**src/rtl/hbpPkg.sv**
```systemverilog
package hbpPkg;
  localparam logic [1:0] REG_PORT = 2'd0;
  localparam logic [1:0] REG_CTL  = 2'd1;
  localparam logic [1:0] REG_TXP  = 2'd2;
  localparam logic [1:0] REG_RXP  = 2'd3;

  typedef struct packed {
    logic       portWr;
    logic       portRd;
    logic       partialErr;
    logic       ctlWrLo;
    logic       txLdLo;
    logic       txLdHi;
    logic       rxLdLo;
    logic       rxLdHi;
    logic       regRd;
    logic [1:0] regSel;
  } hbpStrobes_t;

  typedef enum logic [2:0] {
    TAG_NONE,
    TAG_LO,
    TAG_HI,
    TAG_WORD,
    TAG_REG
  } rdTag_t;
endpackage

```
**src/rtl/hbpCtrl.sv**
```systemverilog
module hbpCtrl
  import hbpPkg::*;
(
  input  logic        clk,
  input  logic        rstN,
  input  logic [1:0]  hostAddr,
  input  logic [1:0]  hostBe,
  input  logic        hostWr,
  input  logic        hostRd,
  input  logic        wordMode,
  output hbpStrobes_t stb
);
  logic wrEff, rdEff, isPort, portOk, partial;

  always_comb begin
    wrEff   = hostWr;
    rdEff   = hostRd && !hostWr;
    isPort  = (hostAddr == REG_PORT);
    portOk  = wordMode ? (hostBe == 2'b11) : hostBe[0];
    partial = wordMode && (hostBe[0] ^ hostBe[1]);

    stb            = '0;
    stb.portWr     = wrEff && isPort && portOk;
    stb.portRd     = rdEff && isPort && portOk;
    stb.partialErr = (wrEff || rdEff) && isPort && partial;
    stb.ctlWrLo    = wrEff && (hostAddr == REG_CTL) && hostBe[0];
    stb.txLdLo     = wrEff && (hostAddr == REG_TXP) && hostBe[0];
    stb.txLdHi     = wrEff && (hostAddr == REG_TXP) && hostBe[1];
    stb.rxLdLo     = wrEff && (hostAddr == REG_RXP) && hostBe[0];
    stb.rxLdHi     = wrEff && (hostAddr == REG_RXP) && hostBe[1];
    stb.regRd      = rdEff && !isPort;
    stb.regSel     = hostAddr;
  end

  // a half-width data-port access in word mode never becomes a transfer
  a_r5_partial_no_transfer: assert property (@(posedge clk) disable iff (!rstN)
    (hostAddr == REG_PORT && wordMode && hostBe != 2'b11 && (hostWr || hostRd))
      |-> (!stb.portWr && !stb.portRd));

  // high-lane-only data-port access in byte mode is a pure no-op
  a_r6_hi_lane_noop: assert property (@(posedge clk) disable iff (!rstN)
    (hostAddr == REG_PORT && !wordMode && hostBe == 2'b10)
      |-> (!stb.portWr && !stb.portRd && !stb.partialErr));
endmodule

```
**src/rtl/hbpDatapath.sv**
```systemverilog
module hbpDatapath
  import hbpPkg::*;
#(
  parameter int PTR_W = 11
) (
  input  logic               clk,
  input  logic               rstN,
  input  hbpStrobes_t        stb,
  input  logic [15:0]        hostWdata,
  output logic [15:0]        hostRdata,
  output logic               wordMode,
  output logic [PTR_W-2:0]   ramAddr,
  output logic               ramWe,
  output logic               ramRe,
  output logic [1:0]         ramBe,
  output logic [15:0]        ramWdata,
  input  logic [15:0]        ramRdata
);
  localparam int HI_W  = PTR_W - 8;
  localparam int PAD_W = 16 - PTR_W;

  logic [PTR_W-1:0] txPtr, rxPtr, step;
  logic             errQ;
  rdTag_t           rdTag;
  logic [15:0]      rdReg, regMux;

  assign wordMode = wordModeQ;
  logic wordModeQ;

  always_comb step = wordModeQ ? PTR_W'(2) : PTR_W'(1);

  always_ff @(posedge clk or negedge rstN) begin
    if (!rstN) begin
      txPtr     <= '0;
      rxPtr     <= '0;
      wordModeQ <= 1'b0;
      errQ      <= 1'b0;
    end else begin
      if (stb.portWr) txPtr <= txPtr + step;
      else begin
        if (stb.txLdLo) txPtr[7:0]       <= hostWdata[7:0];
        if (stb.txLdHi) txPtr[PTR_W-1:8] <= hostWdata[8 +: HI_W];
      end
      if (stb.portRd) rxPtr <= rxPtr + step;
      else begin
        if (stb.rxLdLo) rxPtr[7:0]       <= hostWdata[7:0];
        if (stb.rxLdHi) rxPtr[PTR_W-1:8] <= hostWdata[8 +: HI_W];
      end
      if (stb.ctlWrLo) wordModeQ <= hostWdata[0];
      if (stb.partialErr) errQ <= 1'b1;
      else if (stb.ctlWrLo && hostWdata[1]) errQ <= 1'b0;
    end
  end

  always_comb begin
    case (stb.regSel)
      REG_CTL: regMux = {14'd0, errQ, wordModeQ};
      REG_TXP: regMux = {{PAD_W{1'b0}}, txPtr};
      REG_RXP: regMux = {{PAD_W{1'b0}}, rxPtr};
      default: regMux = 16'd0;
    endcase
  end

  always_ff @(posedge clk or negedge rstN) begin
    if (!rstN) begin
      rdTag <= TAG_NONE;
      rdReg <= '0;
    end else begin
      rdTag <= TAG_NONE;
      if (stb.portRd) begin
        if (wordModeQ)     rdTag <= TAG_WORD;
        else if (rxPtr[0]) rdTag <= TAG_HI;
        else               rdTag <= TAG_LO;
      end else if (stb.regRd) begin
        rdTag <= TAG_REG;
        rdReg <= regMux;
      end
    end
  end

  always_comb begin
    case (rdTag)
      TAG_LO:   hostRdata = {8'd0, ramRdata[7:0]};
      TAG_HI:   hostRdata = {8'd0, ramRdata[15:8]};
      TAG_WORD: hostRdata = ramRdata;
      TAG_REG:  hostRdata = rdReg;
      default:  hostRdata = 16'd0;
    endcase
  end

  always_comb begin
    ramWe    = stb.portWr;
    ramRe    = stb.portRd;
    ramAddr  = stb.portWr ? txPtr[PTR_W-1:1] : rxPtr[PTR_W-1:1];
    ramWdata = wordModeQ ? hostWdata : {hostWdata[7:0], hostWdata[7:0]};
    if (!stb.portWr)   ramBe = 2'b00;
    else if (wordModeQ) ramBe = 2'b11;
    else               ramBe = txPtr[0] ? 2'b10 : 2'b01;
  end

  // transmit pointer moves only on a transfer or a load
  a_r7_tx_hold: assert property (@(posedge clk) disable iff (!rstN)
    (!stb.portWr && !stb.txLdLo && !stb.txLdHi) |=> $stable(txPtr));

  // receive pointer moves only on a transfer or a load
  a_r7_rx_hold: assert property (@(posedge clk) disable iff (!rstN)
    (!stb.portRd && !stb.rxLdLo && !stb.rxLdHi) |=> $stable(rxPtr));

  // error flag stays set until the control register is written
  a_r5_err_sticky: assert property (@(posedge clk) disable iff (!rstN)
    (errQ && !stb.ctlWrLo) |=> errQ);

  // a byte-mode RAM write touches exactly one lane
  a_r1_one_lane: assert property (@(posedge clk) disable iff (!rstN)
    (ramWe && !wordModeQ) |-> ($countones(ramBe) == 1));

  // no read strobe means zero read data next cycle
  a_r10_idle_zero: assert property (@(posedge clk) disable iff (!rstN)
    (!stb.portRd && !stb.regRd) |=> (hostRdata == 16'd0));
endmodule

```
**src/rtl/hostBufPort.sv**
```systemverilog
module hostBufPort
  import hbpPkg::*;
#(
  parameter int PTR_W = 11
) (
  input  logic             clk,
  input  logic             rstN,
  input  logic [1:0]       hostAddr,
  input  logic [1:0]       hostBe,
  input  logic             hostWr,
  input  logic             hostRd,
  input  logic [15:0]      hostWdata,
  output logic [15:0]      hostRdata,
  output logic [PTR_W-2:0] ramAddr,
  output logic             ramWe,
  output logic             ramRe,
  output logic [1:0]       ramBe,
  output logic [15:0]      ramWdata,
  input  logic [15:0]      ramRdata
);
  hbpStrobes_t stb;
  logic        wordMode;

  hbpCtrl uCtrl (
    .clk      (clk),
    .rstN     (rstN),
    .hostAddr (hostAddr),
    .hostBe   (hostBe),
    .hostWr   (hostWr),
    .hostRd   (hostRd),
    .wordMode (wordMode),
    .stb      (stb)
  );

  hbpDatapath #(.PTR_W(PTR_W)) uData (
    .clk       (clk),
    .rstN      (rstN),
    .stb       (stb),
    .hostWdata (hostWdata),
    .hostRdata (hostRdata),
    .wordMode  (wordMode),
    .ramAddr   (ramAddr),
    .ramWe     (ramWe),
    .ramRe     (ramRe),
    .ramBe     (ramBe),
    .ramWdata  (ramWdata),
    .ramRdata  (ramRdata)
  );
endmodule

```
**config.mk**
```make
export PLATFORM = sky130hd
export DESIGN_NAME = hostBufPort
export DESIGN_NICKNAME = d
export VERILOG_FILES = /design/src/rtl/hbpPkg.sv /design/src/rtl/hbpCtrl.sv /design/src/rtl/hbpDatapath.sv /design/src/rtl/hostBufPort.sv
export SDC_FILE = /design/constraint.sdc
export NUM_CORES = 1
export LEC_CHECK = 0
export CAP_MARGIN = 10
export CORE_UTILIZATION = 40
export DETAILED_ROUTE_END_ITERATION = 8
export HOLD_SLACK_MARGIN = 0.08
export PLACE_DENSITY = 0.71
export SKIP_CTS_REPAIR_TIMING = 1
export SLEW_MARGIN = 20
export SYNTH_ARGS = -nofsm -noshare
export SYNTH_HDL_FRONTEND = slang
export SYNTH_SLANG_ARGS = --single-unit
```
**constraint.sdc**
```tcl
create_clock -name clk -period 3.28 [get_ports clk]
set_input_delay 0.82 -clock clk [delete_from_list [all_inputs] [get_ports clk]]
set_output_delay 0.82 -clock clk [all_outputs]
set_load 0.1 [all_outputs]
```
==> flow_summary.ini <==
[placement]
dp_hpwl_um = 6560
dp.cells = 488
routabilityCongestion = 0.862
place.port_buffers = 85

[clock_network]
cts_tree = yes
cts.clk_slew.worst_paths_ns = 0.07
clock_path_buffers = 2
cts_buffers = 5
clock_sinks = 38
clock-root-buffer = clkbuf_8
htreeDepth = 2
clk_latency_ns = 0.29

[floorplan]
dieHeight_um = 85.6
die_x_um = 85.6
row_count = 30
initial_core_util_pct = 41.4
core_region_area_sq_um = 6760
io_pins = 86
die-area_sq_um = 7320

[outcome]
outcome = completed

[power_and_ir_drop]
power_density_nw_per_um2 = 567
p_leak_uw = 0.00192
vdd_drop_max_mv = 0.390

[grt]
grt.total_usage_pct = 24.9
grt_max_degree = 39
antenna_found_initial = 0
grt_overflow = 0
grt_pass1_wl_um = 14300
grt_pass1_vias = 2876

[sta]
post-route-min-period_ns = 3.18
relSlewSlack_pct = 59.0
max_freq_ghz = 0.315
worstMarginPinSlew_ns = 0.611
maxSlewViolCount = 0
finalSetupViolations = 0
period_share_pct = 96.9
hold_viol = 0
grt_setup_unrepaired = false
clock_skew_ns = 0.00711

[synth]
syn_area_per_cell_sq_um = 8.47
synth-seq-cells = 38
synth_top_flop_cell = dfrtp_1
synth_edf_count = 0
yosys_warnings = 0
synth_async_sr_flop_share_pct = 100
synth_cell_types = 53
yosysSeqAreaShare_pct = 34.0
synthCells = 330
syn-cell-area_sq_um = 2790
syn_nets = 380

[critical_path]
crit_type = in2out
endpoint_kind = output pin
crit_slowest_cell = clkdlybuf4s50_1
worstPathRequired_ns = 2.46
cp-start-kind = input pin
cp_max_fo = 11
crit_chain = clkdlybuf4s50_1 > nor3b_2 > nand2_2 > inv_1 > buf_4 > nand2_2 > o21ai_4 > buf_12
crit_top_cell = nand2_2
worstPathArrival_ns = 2.36
slowest_delay_ns = 0.46

[routing]
drtPass1Iterations = 5
ant_nets = 0
routed_via_density = 5.80
vias = 2878
drt-initial-drc-count = 138
wl_um = 8700
wire_per_inst_um = 17.5
drcViolationCount = 0

[hold_path]
hp-class = reg2reg

[finish]
fin_util_pct = 65.4
drive_gt1_share_pct = 24.3
area_growth_pct = 58.2
fill_cells = 554
post_layout_nonfiller_instances = 496
antenna_cells = 0
nNetsFinal = 465

[run]
maxCapViolations = 0
-- worst paths after layout --
| check | endpoint | depth (start not counted) | startpoint | slack, ns |
|---|---|---|---|---|
| worst max-delay path | ramAddr[4] | 8 | hostAddr[1] | 0.10 |
| worst max register to register | uData.txPtr[10]$_DFFE_PN0P_ | 8 | uData.wordMode$_DFFE_PN0N_ | 0.89 |
| min in group asynchronous | uData.txPtr[5]$_DFFE_PN0P_ | 2 | rstN | 0.95 |
| worst min register to register | uData.rdReg[2]$_DFFE_PN0P_ | 2 | uData.rdReg[2]$_DFFE_PN0P_ | 0.49 |
| worst min-delay path | uData.rdReg[2]$_DFFE_PN0P_ | 2 | uData.rdReg[2]$_DFFE_PN0P_ | 0.49 |
| max in group asynchronous | uData.rxPtr[0]$_DFFE_PN0P_ | 2 | rstN | 1.98 |
-- logic make-up after synthesis --
group	count (synthesis)	share of synthesized area, %
AND/OR/NAND/NOR	134	24.9
adder cells (fa/ha/maj)	10	5.02
flip-flops	38	34.0
multiplexers	20	7.57
XOR/XNOR	1	0.314
buffers and inverters	36	6.36
AO/OA/AOI/OAI	91	21.8
-- critical path: cells and delay by family --
kind                   cells  cell delay, ns
buffers and inverters      4            0.93
and+or+nand+nor            3            0.52
AOI/OAI and AO/OA          1            0.08
-- per-stage QoR --
stage	setup TNS (ns)	setup WS (ns)	total power, uW	hold slack [ns]	cell area (sq um)
floorplan	-1.30	-0.540	1520	0.450	2860
global placement	-0.0122	-0.0122	1980	0.471	4270
detailed placement	-0.0731	-0.0413	2000	0.484	4270
CTS	-0.161	-0.0654	2500	0.502	4410
global route	0	0.0294	2610	0.532	4420
finish	0	0.102	2510	0.493	4420
-- registers in the layout, indices dropped and copies added (netlist names) --
name / flops
uData.txPtr: 11
uData.errQ: 1
uData.wordMode: 1
uData.rxPtr: 11
uData.rdTag: 3
uData.rdReg: 11
-- layout make-up --
type	count	area (sq um)	area share, %
Clock buffer	6	82.6	1.87
Inverter	13	48.8	1.10
Timing Repair Buffer	101	1450	32.8
Tap cell	80	100	2.26
Multi-Input combinational cell	256	1730	39.1
Clock inverter	2	60.1	1.36
Sequential cell	38	951	21.5
-- layer usage --
layer / GRT usage (%) / share of wire (%)
met3: 4.62 / 8.2
met1: 32.4 / 42
met4: 6.82 / 1.5
met2: 42.7 / 48
met5: 0 / 0
-- synthesized netlist by cell type, types with 2 or more instances --
cell       number  area (sq um)
nand2_1        50           188
dfrtp_1        38           951
o21ai_0        32           160
nor2_1         26          97.6
a21oi_1        13          65.1
inv_1          13          48.8
mux2i_1        11           110
mux2_2          9           101
a22oi_1         8          60.1
buf_4           8          60.1
ha_1            8           100
nand3_1         8          40.0
and2_1          7          43.8
clkbuf_1        7          26.3
nor2b_1         7          43.8
nand2b_1        6          37.5
nor3b_1         6          45.0
a221o_1         5          50.1
nand4_1         5          31.3
nor3_1          5          25.0
a31oi_1         4          25.0
buf_2           4          20.0
a211oi_1        3          22.5
a2bb2oi_1       3          26.3
a311oi_1        3          26.3
and4_1          3          26.3
and4b_1         3          30.0
buf_1           3          11.3
o22ai_1         3          18.8
a21o_1          2          15.0
and3_1          2          12.5
fa_1            2          40.0
nand4b_1        2          17.5
o221a_2         2          22.5
-- power breakdown --
group	leakage, uW	internal (uW)	switching (uW)
Sequential	0.000461	570	135
Combinational	0.00139	500	802
Clock	0.0000714	325	174
-- placed cells by master (no fill, tap or decap), drive strengths merged, types with 8 or more instances in the layout --
cell type / Yosys / layout
nand2: 50 / 50
mux2: 9 / 9
inv: 13 / 13
nand3: 8 / 8
ha: 8 / 8
o21ai: 34 / 34
a21oi: 13 / 13
mux2i: 11 / 11
dfrtp: 38 / 38
clkdlybuf4s50: 0 / 37
buf: 16 / 62
a22oi: 8 / 8
nor2: 26 / 26
Note: power is estimated with default switching activity, not from simulation.
